--- src/rtl/drst_pkg.sv ---
package drst_pkg;
    typedef enum logic [2:0] {
        S_IDLE,
        S_ARMED,
        S_PULSE,
        S_HELD,
        S_RECOVER,
        S_LOCK
    } drst_state_e;

    function automatic int unsigned sel_seconds(input logic [1:0] sel);
        unique case (sel)
            2'b00:   sel_seconds = 2;
            2'b01:   sel_seconds = 6;
            default: sel_seconds = 10;
        endcase
    endfunction
endpackage

--- src/rtl/drst_tick_timer.sv ---
module drst_tick_timer #(
    parameter int CW = 8
) (
    input  logic          clk,
    input  logic          arst_n,
    input  logic          clr_i,
    input  logic          run_i,
    input  logic          tick_i,
    input  logic [CW-1:0] limit_i,
    output logic          done_o
);
    logic [CW-1:0] cnt_q;

    always_ff @(posedge clk or negedge arst_n) begin
        if (!arst_n)
            cnt_q <= '0;
        else if (clr_i)
            cnt_q <= '0;
        else if (run_i && tick_i && (cnt_q != {CW{1'b1}}))
            cnt_q <= cnt_q + 1'b1;
    end

    // terminal tick: this tick brings the count up to the limit (or past a shrunken one)
    always_comb
        done_o = run_i && tick_i && (({1'b0, cnt_q} + 1'b1) >= {1'b0, limit_i});

    p_clear_zero_r4: assert property (@(posedge clk) disable iff (!arst_n)
        clr_i |=> (cnt_q == '0));
endmodule

--- src/rtl/drst_fsm.sv ---
module drst_fsm
    import drst_pkg::*;
#(
    parameter bit POR_EN = 1'b1
) (
    input  logic clk,
    input  logic arst_n,
    input  logic both_held_i,
    input  logic both_free_i,
    input  logic hold_mode_i,
    input  logic uv_i,
    input  logic done_i,
    output logic run_o,
    output logic use_rec_o,
    output logic clr_o,
    output logic warn_o,
    output logic rst_n_o
);
    localparam drst_state_e RESET_STATE = POR_EN ? S_RECOVER : S_IDLE;

    drst_state_e st_q, st_nx;

    always_comb begin
        st_nx = st_q;
        if (uv_i) begin
            st_nx = S_RECOVER;
        end else begin
            unique case (st_q)
                S_IDLE:    if (both_held_i) st_nx = S_ARMED;
                S_ARMED: begin
                    if (!both_held_i)   st_nx = S_IDLE;
                    else if (done_i)    st_nx = hold_mode_i ? S_HELD : S_PULSE;
                end
                S_PULSE:   if (done_i) st_nx = S_LOCK;
                S_HELD:    if (!both_held_i) st_nx = S_IDLE;
                S_RECOVER: if (done_i) st_nx = S_IDLE;
                S_LOCK:    if (both_free_i) st_nx = S_IDLE;
                default:   st_nx = S_IDLE;
            endcase
        end
    end

    always_comb begin
        run_o     = (st_q == S_ARMED) || (st_q == S_PULSE) || (st_q == S_RECOVER);
        use_rec_o = (st_q == S_PULSE) || (st_q == S_RECOVER);
        clr_o     = (st_nx != st_q) || uv_i;
    end

    always_ff @(posedge clk or negedge arst_n) begin
        if (!arst_n)
            st_q <= RESET_STATE;
        else
            st_q <= st_nx;
    end

    always_ff @(posedge clk or negedge arst_n) begin
        if (!arst_n) begin
            rst_n_o <= !POR_EN;
            warn_o  <= 1'b0;
        end else begin
            rst_n_o <= !((st_nx == S_PULSE) || (st_nx == S_HELD) || (st_nx == S_RECOVER));
            warn_o  <= (st_nx == S_ARMED);
        end
    end

    p_uv_forces_r6: assert property (@(posedge clk) disable iff (!arst_n)
        uv_i |=> !rst_n_o);
    p_warn_excl_r8: assert property (@(posedge clk) disable iff (!arst_n)
        !(warn_o && !rst_n_o));
    p_release_aborts_r4: assert property (@(posedge clk) disable iff (!arst_n)
        (st_q == S_ARMED && !both_held_i && !uv_i) |=> (rst_n_o && !warn_o));
    p_hold_release_r5: assert property (@(posedge clk) disable iff (!arst_n)
        (st_q == S_HELD && !both_held_i && !uv_i) |=> rst_n_o);
    p_no_retrigger_r9: assert property (@(posedge clk) disable iff (!arst_n)
        (st_q == S_LOCK && !uv_i) |=> rst_n_o);
endmodule

--- src/rtl/dual_key_reset_ctrl.sv ---
module dual_key_reset_ctrl
    import drst_pkg::*;
#(
    parameter int unsigned TICKS_PER_SEC = 100,
    parameter int unsigned REC_TICKS     = 20,
    parameter bit          POR_EN        = 1'b1
) (
    input  logic       clk,
    input  logic       arst_n,
    input  logic       tick_en,
    input  logic       key_a_n,
    input  logic       key_b_n,
    input  logic [1:0] delay_sel,
    input  logic       hold_mode,
    input  logic       uv_flag,
    output logic       warn_out,
    output logic       rst_out_n
);
    localparam int unsigned MAX_DLY = 10 * TICKS_PER_SEC;
    localparam int unsigned MAX_LIM = (MAX_DLY > REC_TICKS) ? MAX_DLY : REC_TICKS;
    localparam int CW = $clog2(MAX_LIM + 2);

    logic          both_held, both_free;
    logic          run, use_rec, clr, done;
    logic [CW-1:0] dly_limit, limit;

    always_comb begin
        both_held = !key_a_n && !key_b_n;
        both_free = key_a_n && key_b_n;
        dly_limit = CW'(sel_seconds(delay_sel) * TICKS_PER_SEC);
        limit     = use_rec ? CW'(REC_TICKS) : dly_limit;
    end

    drst_tick_timer #(.CW(CW)) u_timer (
        .clk     (clk),
        .arst_n  (arst_n),
        .clr_i   (clr),
        .run_i   (run),
        .tick_i  (tick_en),
        .limit_i (limit),
        .done_o  (done)
    );

    drst_fsm #(.POR_EN(POR_EN)) u_fsm (
        .clk         (clk),
        .arst_n      (arst_n),
        .both_held_i (both_held),
        .both_free_i (both_free),
        .hold_mode_i (hold_mode),
        .uv_i        (uv_flag),
        .done_i      (done),
        .run_o       (run),
        .use_rec_o   (use_rec),
        .clr_o       (clr),
        .warn_o      (warn_out),
        .rst_n_o     (rst_out_n)
    );
endmodule

--- config.mk ---
export PLATFORM = sky130hd
export DESIGN_NAME = dual_key_reset_ctrl
export DESIGN_NICKNAME = d
export VERILOG_FILES = /design/src/rtl/drst_pkg.sv /design/src/rtl/drst_tick_timer.sv /design/src/rtl/drst_fsm.sv /design/src/rtl/dual_key_reset_ctrl.sv
export SDC_FILE = /design/constraint.sdc
export NUM_CORES = 1
export LEC_CHECK = 0
export BUFFER_PORTS_ARGS = -buffer_cell sky130_fd_sc_hd__buf_2
export CORE_MARGIN = 2
export CORE_UTILIZATION = 52
export CTS_CLUSTER_SIZE = 14
export DETAILED_ROUTE_END_ITERATION = 8
export HOLD_SLACK_MARGIN = 0.15
export PLACE_DENSITY = 0.67
export SLEW_MARGIN = 20
export SYNTH_ARGS = -nofsm -noshare
export SYNTH_HDL_FRONTEND = slang
export SYNTH_HIERARCHICAL = 1
export SYNTH_SLANG_ARGS = --single-unit
--- constraint.sdc ---
create_clock -name clk -period 3.5 [get_ports clk]
set_clock_uncertainty 0.1 [all_clocks]
set_input_delay 0.35 -clock clk [delete_from_list [all_inputs] [get_ports clk]]
set_output_delay 0.35 -clock clk [all_outputs]
set_load 0.1 [all_outputs]
==> results of run 1 <==
==> metal layers <==
layer  vias to the layer above  wire (microns)
met5                         -               0
met4                         0              76
met3                        10              70
met2                        18            1660
met1                       538            1180
li1                        574               -
==> registers in the layout, indices dropped and copies added (netlist names) <==
name / flops
u_fsm/rst_n_o: 1
u_fsm/st_q: 3
u_fsm/warn_o: 1
u_timer/cnt_q: 10
==> repair_timing <==
action | CTS | global route
resized for setup | 0 | 8
setup buffers | 0 | 6
endpoints found under the hold margin | 15 | 0
endpoints found under the setup margin | 0 | 10
hold buffers | 1 | 0
==> power by group through the flow <==
stage | clock (mW) | combinational, mW | sequential [mW]
after floorplan | 0 | 0.227 | 0.262
after global placement | 0 | 0.331 | 0.238
after detailed placement | 0 | 0.345 | 0.239
after CTS | 0.103 | 0.349 | 0.236
after global routing | 0.111 | 0.456 | 0.240
final | 0.100 | 0.409 | 0.237
==> cell families (layout without fill, tap and decap cells) <==
family,Yosys count,after routing
AO/OA/AOI/OAI,31,31
XOR/XNOR,12,12
adder cells (fa/ha/maj),11,11
buffers and inverters,22,47
flip-flops,15,15
multiplexers,1,1
other,1,2
AND/OR/NAND/NOR,57,57
==> path summary, 6_finish.rpt <==
path,end,cells after the start,startpoint,slack (ns)
setup / recovery,u_timer/cnt_q[6]$_DFFE_PN0P_,16,u_fsm/st_q[2]$_DFF_PN1_,0.13
hold / removal,u_fsm/st_q[0]$_DFF_PN0_,2,uv_flag,0.18
setup reg to reg,u_timer/cnt_q[6]$_DFFE_PN0P_,16,u_fsm/st_q[2]$_DFF_PN1_,0.13
hold reg to reg,u_timer/cnt_q[1]$_DFFE_PN0P_,2,u_timer/cnt_q[1]$_DFFE_PN0P_,0.50
max in group asynchronous,u_fsm/st_q[2]$_DFF_PN1_,2,arst_n,2.62
min in group asynchronous,u_timer/cnt_q[6]$_DFFE_PN0P_,2,arst_n,0.38
==> cell type report <==
type / count / area, sq um / area share [%]
well taps: 30 / 37.5 / 2.46
flip-flops and latches: 15 / 377 / 24.7
inverters: 16 / 60.1 / 3.93
repair buffers: 27 / 180 / 11.8
clock buffers: 3 / 22.5 / 1.47
multi-input cells: 114 / 846 / 55.4
clock inverters: 1 / 5.00 / 0.328
==> cell usage after synthesis, drive strengths merged <==
library cell / number
a211oi: 2
a21o: 2
a21oi: 9
a221oi: 1
a311oi: 2
a31oi: 1
a41oi: 1
and2: 2
and3: 1
and4: 3
and4bb: 2
buf: 6
conb: 1
dfrtp: 14
dfstp: 1
ha: 11
inv: 16
mux2i: 1
nand2: 11
nand2b: 2
nand3: 5
nand4: 3
nand4bb: 1
nor2: 14
nor2b: 3
nor3: 6
o211ai: 1
o21a: 1
o21ai: 6
o221a: 2
o22ai: 2
o31ai: 1
or2b: 1
or3: 3
xnor2: 8
xor2: 4
==> layout by cell type, fill, tap and decap left out, drive strengths merged, types with 2 or more instances in the layout <==
cell type,netlist,routed
buf,6,26
inv,16,16
dfrtp,14,14
nor2,14,14
nand2,11,11
ha,11,11
a21oi,9,9
xnor2,8,8
nor3,6,6
o21ai,6,6
nand3,5,5
xor2,4,4
clkbuf,0,3
or3,3,3
nor2b,3,3
and4,3,3
nand4,3,3
a21o,2,2
and2,2,2
nand2b,2,2
and4bb,2,2
conb,1,2
o221a,2,2
o22ai,2,2
a311oi,2,2
a211oi,2,2
==> impl_metrics.env, run 1 <==
export IMPL_seqPwrFrac_pct=31.7
export IMPL_die_width_microns=53.8
export IMPL_grt_max_degree=16
export IMPL_io_buffers=10
export IMPL_synth_xor_area_share_pct=8.16
export IMPL_synthTopCellsByArea="dfrtp_1 27%, ha_1 11%, xnor2_1 5.4%"
export IMPL_grt_pass1_vias=1131
export IMPL_wl_per_cell_microns=14.5
export IMPL_worstSetupPathType="register to register"
export IMPL_vias=1140
export IMPL_instances_no_fill=206
export IMPL_powerDensity_mw_per_mm2=489
export IMPL_syn_cell_area_sq_mm=0.00129
export IMPL_cts_reportedPaths_clkPinSlew_ns=0.09
export IMPL_gr_total_overflow=0
export IMPL_yosys_area_share_adder_pct=10.7
export IMPL_finalSetupTns_ns=0
export IMPL_vias_per_cell=5.53
export IMPL_gp_congestion=0.887
export IMPL_crit_buf_inv=4
export IMPL_finalSetupViolCount=0
export IMPL_cts_tree="yes"
export IMPL_fin_crit_ns=3.37
export IMPL_layout_setup_ws_ns=0.130
export IMPL_post_place_ws_ns=0.124
export IMPL_initial_core_util_pct=53.5
export IMPL_worstPathArrival_ns=3.50
export IMPL_outcome="finished, final reports clean"
export IMPL_synthCells=150
export IMPL_path_cells="xnor2_1, nor2_2, buf_4, a21oi_1, inv_1, ha_1, a21o_1, a211oi_2, o22ai_2, nand2b_1, or2b_1, a221oi_2, o211ai_1, buf_4, inv_1, o221a_2"
export IMPL_critPathTopFamily="compound AO/OA/AOI/OAI gates"
export IMPL_fin_nets=197
export IMPL_diodes=0
export IMPL_start_kind="register"
export IMPL_synth_top_family_by_area="simple AND/OR/NAND/NOR gates"
export IMPL_die_area_sq_mm=0.00289
export IMPL_grt_total_usage_pct=23.5
export IMPL_finalInstanceArea_sq_mm=0.00153
export IMPL_utilization_pct=63.4
export IMPL_yosys_warnings=6
export IMPL_crit_slowest_cell="dfstp_2"
export IMPL_synth_compound_area_share_pct=17.4
export IMPL_p_leak_nw=0.736
export IMPL_placementRows=18
export IMPL_synth_top_area_share_pct=27.2
export IMPL_critical_path_required_ns=3.63
export IMPL_clock_latency_ns=0.29
export IMPL_yosysSeqAreaShare_pct=29.2
export IMPL_grt_util_met1_pct=23.4
export IMPL_grt_use_met3_pct=6.11
export IMPL_synth_area_mux_share_pct=0.777
export IMPL_die_h_microns=53.8
export IMPL_fillers=212
export IMPL_finalHoldViolCount=0
export IMPL_grt_pass1_wl_mm=4.81
export IMPL_synth_avg_cell_area_sq_um=8.59
export IMPL_first_iter_violations=11
export IMPL_cts_sinks=15
export IMPL_dp_cells=195
export IMPL_ys_ff_latch=15
export IMPL_max_freq_mhz=297
export IMPL_swShare_pct=43.0
export IMPL_met2_usage_pct=45.5
export IMPL_power_frac_clock_pct=13.4
export IMPL_min_path_type="input port to register"
export IMPL_dp_hpwl_mm=2.21
export IMPL_drc=0
export IMPL_clk_path_buf_depth=2
export IMPL_io_pins=11
export IMPL_whs_ns=0.179
export IMPL_synthSimpleGateAreaFrac_pct=25.6
export IMPL_antenna_found_initial=0
export IMPL_period_share_pct=96.3
export IMPL_dr_pass1_iters=4
export IMPL_cpPeakStageDelay_ns=0.62
export IMPL_cp_end_kind="register"
export IMPL_coreArea_sq_mm=0.00241
export IMPL_drive_above_1_share_pct=26.1
export IMPL_path_max_fanout=9
export IMPL_power_switching_mw=0.321
export IMPL_htreeDepth=1
export IMPL_synth_distinct_cells=43
export IMPL_cap_violations=0
export IMPL_finalPower_mw=0.746
export IMPL_ir_drop_uv=376
export IMPL_placed_cell_area_sq_mm=0.00141
export IMPL_yosys_area_top_type="dfrtp_1"
export IMPL_area_growth_pct=18.5
export IMPL_cts_root_buf="clkbuf_4"
export IMPL_cts_made_buffers=3
export IMPL_combPwrFrac_pct=54.9
export IMPL_wl_mm=2.99
export IMPL_power_internal_mw=0.425
export IMPL_maxSlewViolCount=0
export IMPL_busiest_layer="met2"
export IMPL_ant_nets=0
No activity file was read; power rests on OpenSTA's default activity.
==> inputs of run 2 (changes only) <==
- BUFFER_PORTS_ARGS: -buffer_cell sky130_fd_sc_hd__buf_2 -> -buffer_cell sky130_fd_sc_hd__buf_4
==> run 2 against run 1 <==
Routed wire length decreased by 8.7%. Via count decreased by 1.7%. Register-to-register slack better by 0.06 ns. Non-clock buffer count unchanged. Largest cell class unchanged. Highest routed layer is now met3.
==> impl_metrics.env, run 2 (synthesis results as in run 1) <==
export IMPL_outcome="finished, final reports clean"
export IMPL_reg2regPathDepth=15
export IMPL_cts_reportedPaths_clkPinSlew_ns=0.08
export IMPL_whs_ns=0.350
export IMPL_initial_core_util_pct=53.5
export IMPL_fin_crit_ns=3.31
export IMPL_final_common_cell="buf_4"
export IMPL_area_growth_pct=18.8
export IMPL_gp_congestion=0.871
export IMPL_p_leak_nw=0.733
export IMPL_fin_nets=197
export IMPL_dp_hpwl_mm=2.16
export IMPL_cpPeakStageDelay_ns=0.59
export IMPL_finalHoldViolCount=0
export IMPL_wl_mm=2.72
export IMPL_grt_pass1_wl_mm=4.43
export IMPL_finalSetupViolCount=0
export IMPL_start_kind="register"
export IMPL_cts_made_buffers=3
export IMPL_gr_total_overflow=0
export IMPL_layout_setup_ws_ns=0.194
export IMPL_utilization_pct=63.6
export IMPL_ir_drop_uv=419
export IMPL_die_area_sq_mm=0.00289
export IMPL_grt_pass1_vias=1052
export IMPL_htreeDepth=1
export IMPL_vias=1121
export IMPL_coreArea_sq_mm=0.00241
export IMPL_placementRows=18
export IMPL_maxSlewViolCount=0
export IMPL_critical_path_required_ns=3.62
export IMPL_layout_common_cells="25 x buf_4, 16 x inv_1, 14 x dfrtp_1, 12 x nor2_1"
export IMPL_cap_violations=0
export IMPL_io_buffers=10
export IMPL_grt_total_usage_pct=21.4
export IMPL_worstSetupPathType="register to register"
export IMPL_first_iter_violations=12
export IMPL_min_path_type="input port to asynchronous set/reset pin"
export IMPL_largest_register_ffs=10
export IMPL_post_place_ws_ns=0.0567
export IMPL_path_max_fanout=9
export IMPL_max_freq_mhz=302
export IMPL_reg_top3="u_timer/cnt_q (10), u_fsm/st_q (3)"
export IMPL_dr_pass1_iters=2
export IMPL_r2r_start="u_fsm/st_q[2]$_DFF_PN1_"
export IMPL_cp_common_cell="inv_1"
export IMPL_drc=0
export IMPL_cts_tree="yes"
export IMPL_grt_max_degree=16
export IMPL_ant_nets=0
export IMPL_die_h_microns=53.8
export IMPL_clock_latency_ns=0.28
export IMPL_io_pins=11
export IMPL_r2r_slack_ns=0.19
export IMPL_timing_rr_end="u_timer/cnt_q[6]$_DFFE_PN0P_"
export IMPL_diodes=0
export IMPL_drive_above_1_share_pct=22.2
export IMPL_antenna_found_initial=0
export IMPL_cp_end_kind="register"
export IMPL_clk_path_buf_depth=2
export IMPL_crit_slowest_cell="dfstp_2"
export IMPL_die_width_microns=53.8
export IMPL_cts_root_buf="clkbuf_4"
export IMPL_period_share_pct=94.5
export IMPL_vias_per_cell=5.44
export IMPL_cts_sinks=15
export IMPL_path_cells="xnor2_1, nor2_2, nor2_1, inv_1, ha_1, a21o_1, a211oi_1, o22ai_2, nand2b_1, or2b_1, a221oi_1, o211ai_1, buf_4, inv_1, o221a_2"
export IMPL_powerDensity_mw_per_mm2=470
export IMPL_largest_register="u_timer/cnt_q"
export IMPL_worstPathArrival_ns=3.43
export IMPL_wl_per_cell_microns=13.2
[run 2: worst max-delay path, delay by kind of cell, from the launching register on]
| kind | cells | cell delay [ns] |
|---|---|---|
| flops | 1 | 0.59 |
| compound gates | 6 | 1.15 |
| fa+ha+maj | 1 | 0.31 |
| simple gates | 4 | 0.62 |
| xor+xnor | 1 | 0.15 |
| buf+inv | 3 | 0.32 |
[run 2: where the power goes]
part           switching [mW]  internal (mW)
Combinational           0.215          0.175
Sequential             0.0319          0.202
Clock                  0.0527         0.0442
[run 2: layer usage]
layer / vias up / GRT usage (%) / routed length [microns]
li1: 576 / - / -
met1: 532 / 24.8 / 1170
met2: 13 / 39.8 / 1490
met3: 0 / 5.83 / 63
met4: 0 / 2.56 / 0
met5: - / 0 / 0
[run 2: how the worst max path moves through the flow]
stage                                       from                      endpoint  slack, ns
finish                   u_fsm/st_q[2]$_DFF_PN1_  u_timer/cnt_q[6]$_DFFE_PN0P_       0.19
global route             u_fsm/st_q[2]$_DFF_PN1_  u_timer/cnt_q[7]$_DFFE_PN0P_     -0.002
CTS                      u_fsm/st_q[2]$_DFF_PN1_  u_timer/cnt_q[6]$_DFFE_PN0P_       0.03
detailed placement       u_fsm/st_q[2]$_DFF_PN1_  u_timer/cnt_q[6]$_DFFE_PN0P_       0.06
global placement         u_fsm/st_q[2]$_DFF_PN1_  u_timer/cnt_q[7]$_DFFE_PN0P_       0.16
floorplan           u_timer/cnt_q[0]$_DFFE_PN0P_  u_timer/cnt_q[6]$_DFFE_PN0P_       0.29
[run 2: through the flow]
stage | setup TNS (ns) | cell area [sq um] | cells | total power, mW
2_1_floorplan | 0 | 1290 | 151 | 0.489
3_3_place_gp | 0 | 1450 | 197 | 0.582
3_5_place_dp | 0 | 1450 | 197 | 0.594
4_1_cts | 0 | 1500 | 203 | 0.696
5_1_grt | -0.00162 | 1530 | 206 | 0.786
6_report | 0 | 1530 | 206 | 0.720
[run 2: cell type report]
class                      count  area [sq um]
tap                           30          37.5
timing repair buffer          27           208
multi-input combinational    114           823
sequential                    15           377
fill                         227           878
inverter                      16          60.1
clock buffer                   4          26.3
[run 2: repair_timing]
item	in CTS	in global routing
buffers inserted	0	3
hold buffers	2	0
gates resized for setup	0	4
setup endpoints to repair	0	12
endpoints found under the hold margin	16	0
==> inputs of run 3 (changes only) <==
- SLEW_MARGIN: 20 -> 30
- SYNTH_HIERARCHICAL: 1 -> not set
==> run 3 against run 2 <==
Core utilization fell by 5.3 points. Clock-buffer cell count did not move. Synthesized cell count fell by 6.0%. Fmax rose by 1.0%. Non-clock buffer count fell by 14. Clock power barely moved. Global-route usage fell by 1.4 points. Register-to-register slack improved by 0.03 ns. Sequential share of layout area rose by 2.0 points. Setup slack improved by 0.034 ns. Combinational power fell by 92%. Cell count fell by 12%. Critical path type unchanged. Critical endpoint is now u_timer.cnt_q[9]$_DFFE_PN0P_. Largest power group is now sequential cells.
==> impl_metrics.env, run 3 <==
export IMPL_rsz0062_at_grt="no"
export IMPL_synth_common_cells="14 x dfrtp_1, 12 x nor3_1, 12 x xor2_1, 10 x ha_1, 10 x nand2_1"
export IMPL_die_h_microns=54.3
export IMPL_grt_total_usage_pct=20.0
export IMPL_gp_congestion=0.862
export IMPL_finalInstanceArea_sq_mm=0.00142
export IMPL_cap_violations=0
export IMPL_dr_pass1_iters=4
export IMPL_layout_setup_ws_ns=0.228
export IMPL_path_max_fanout=10
export IMPL_utilization_pct=58.3
export IMPL_min_path_type="input port to register"
export IMPL_drive_above_1_share_pct=23.2
export IMPL_layout_common_cells="14 x dfrtp_1, 12 x xor2_1, 12 x nor3_1, 12 x buf_4"
export IMPL_ir_drop_uv=230
export IMPL_yosysSeqAreaShare_pct=28.7
export IMPL_startpoint="u_timer.cnt_q[0]$_DFFE_PN0P_"
export IMPL_syn_nets=160
export IMPL_synth_compound_area_share_pct=17.1
export IMPL_wl_per_cell_microns=14.0
export IMPL_grt_pass1_wl_mm=4.17
export IMPL_vias_per_cell=5.59
export IMPL_largest_register_ffs=10
export IMPL_finalSetupTns_ns=0
export IMPL_outcome="finished, final reports clean"
export IMPL_multi_input_area_sq_um=847
export IMPL_coreArea_sq_mm=0.00243
export IMPL_antenna_found_initial=0
export IMPL_initial_core_util_pct=54.0
export IMPL_worstPathArrival_ns=3.37
export IMPL_grt_pass1_vias=913
export IMPL_reg_top3="u_timer.cnt_q (10), u_fsm.st_q (3)"
export IMPL_ant_nets=0
export IMPL_relSlewSlack_pct=70.2
export IMPL_die_area_sq_mm=0.00294
export IMPL_dp_hpwl_mm=1.99
export IMPL_max_freq_mhz=306
export IMPL_ys_flop_type="dfrtp_1"
export IMPL_seqCellArea_sq_um=377
export IMPL_worstSetupPathType="register to register"
export IMPL_async_reset_ff_share_pct=100
export IMPL_synthTopCellsByArea="dfrtp_1 27%, ha_1 9.5%, xor2_1 8.0%"
export IMPL_largest_register="u_timer.cnt_q"
export IMPL_synth_top_family_by_area="simple AND/OR/NAND/NOR gates"
export IMPL_r2r_start="u_timer.cnt_q[0]$_DFFE_PN0P_"
export IMPL_synthSimpleGateAreaFrac_pct=24.8
export IMPL_cts_made_buffers=3
export IMPL_postCtsSetupBuffers=0
export IMPL_synth_edf_count=0
export IMPL_synth_area_mux_share_pct=2.29
export IMPL_drc=0
export IMPL_ys_ff_latch=15
export IMPL_placed_cell_area_sq_mm=0.00138
export IMPL_synth_most_common_cell="dfrtp_1"
export IMPL_placementRows=18
export IMPL_wl_mm=2.54
export IMPL_fillers=229
export IMPL_cp_end_kind="register"
export IMPL_finalPower_mw=0.311
export IMPL_p_leak_nw=0.676
export IMPL_die_width_microns=54.3
export IMPL_met2_usage_pct=28.7
export IMPL_cts_sinks=15
export IMPL_cts_tree="yes"
export IMPL_yosys_area_share_adder_pct=9.52
export IMPL_start_kind="register"
export IMPL_finalSetupViolCount=0
export IMPL_synth_distinct_cells=46
export IMPL_clock_latency_ns=0.29
export IMPL_area_growth_pct=7.90
export IMPL_period_share_pct=93.5
export IMPL_tightestPinTransition_ns=0.447
export IMPL_gr_total_overflow=0
export IMPL_maxSlewViolCount=0
export IMPL_synth_xor_area_share_pct=10.7
export IMPL_busiest_layer="met1"
export IMPL_powerDensity_mw_per_mm2=219
export IMPL_cts_root_buf="clkbuf_4"
export IMPL_cts_reportedPaths_clkPinSlew_ns=0.09
export IMPL_fin_nets=171
export IMPL_io_buffers=10
export IMPL_fin_crit_ns=3.27
export IMPL_synthCells=141
export IMPL_grt_max_degree=16
export IMPL_synth_avg_cell_area_sq_um=9.32
export IMPL_finalHoldViolCount=0
export IMPL_post_place_ws_ns=0.243
export IMPL_io_pins=11
export IMPL_synth_top_area_share_pct=26.7
export IMPL_critical_path_required_ns=3.60
export IMPL_grt_util_met1_pct=30.4
export IMPL_diodes=0
export IMPL_clk_path_buf_depth=2
export IMPL_syn_cell_area_sq_mm=0.00131
export IMPL_vias=1012
export IMPL_htreeDepth=1
export IMPL_yosys_warnings=0
export IMPL_yosys_area_top_type="dfrtp_1"
export IMPL_min_from="uv_flag"
export IMPL_final_common_cell="dfrtp_1"
export IMPL_grt_use_met3_pct=1.64
export IMPL_first_iter_violations=24
==> run 3: cell count changes after synthesis, sizes merged, moves of 4 or more <==
cell	previous run	this run
xor2	4	12
nor2	14	5
and3	1	5
inv	16	8
xnor2	8	4
nor3	6	13
==> run 3: metal layers <==
metal / wire length, microns / part of all wire, % / vias up
met2: 1130 / 44 / 18
met1: 1290 / 51 / 459
li1: - / - / 530
met5: 0 / 0 / -
met3: 83 / 3.3 / 5
met4: 41 / 1.6 / 0
==> run 3: cell families after synthesis <==
| logic type | count (synthesis) |
|---|---|
| adder cells (fa/ha/maj) | 10 |
| XOR/XNOR | 16 |
| flip-flops | 15 |
| AND/OR/NAND/NOR | 53 |
| buffers and inverters | 15 |
| multiplexers | 3 |
| AO/OA/AOI/OAI | 29 |
==> run 3: critical path, stage by stage (launching register included) <==
cell     delay [ns]
dfrtp_1        0.42
ha_1           0.23
and3_4         0.22
and3_1         0.18
nand3_1        0.15
xnor2_1        0.17
ha_1           0.34
a21oi_1        0.13
o21ai_0        0.10
a21oi_1        0.32
nand4_1        0.16
and4_1         0.35
nor4b_4        0.31
==> run 3: layout make-up <==
class / instances / share of cell area, %
clock buffers: 4 / 1.85
inverters: 8 / 2.12
multi-input cells: 111 / 59.8
flip-flops and latches: 15 / 26.6
well taps: 30 / 2.65
repair buffers: 13 / 7.06
==> run 3: repair_timing <==
action                                  CTS  global route
endpoints found under the setup margin    0             3
resized for setup                         0             1
hold buffers                              1             0
endpoints found under the hold margin    15             0
==> run 3: path summary, 6_finish.rpt <==
path                                                endpoint  slack, ns  cells past startpoint
worst max-delay path            u_timer.cnt_q[9]$_DFFE_PN0P_       0.23                     12
worst min-delay path                 u_fsm.st_q[2]$_DFF_PN1_       0.29                      3
worst max register to register  u_timer.cnt_q[9]$_DFFE_PN0P_       0.23                     12
worst min register to register  u_timer.cnt_q[0]$_DFFE_PN0P_       0.53                      2
max in group asynchronous            u_fsm.st_q[2]$_DFF_PN1_       2.72                      2
min in group asynchronous       u_timer.cnt_q[5]$_DFFE_PN0P_       0.34                      2
==> run 3: report_power, final <==
part | switching, mW | internal, mW
logic | 0.0173 | 0.0142
registers | 0.00308 | 0.176
clock network | 0.0561 | 0.0443
total | 0.0764 | 0.234
==> run 3: metrics by stage <==
| stage | hold slack (ns) | instances |
|---|---|---|
| detailed placement | 0.113 | 176 |
| finish | 0.286 | 181 |
| global placement | 0.111 | 176 |
| global route | 0.275 | 181 |
| floorplan | -0.0456 | 141 |
| CTS | 0.279 | 181 |
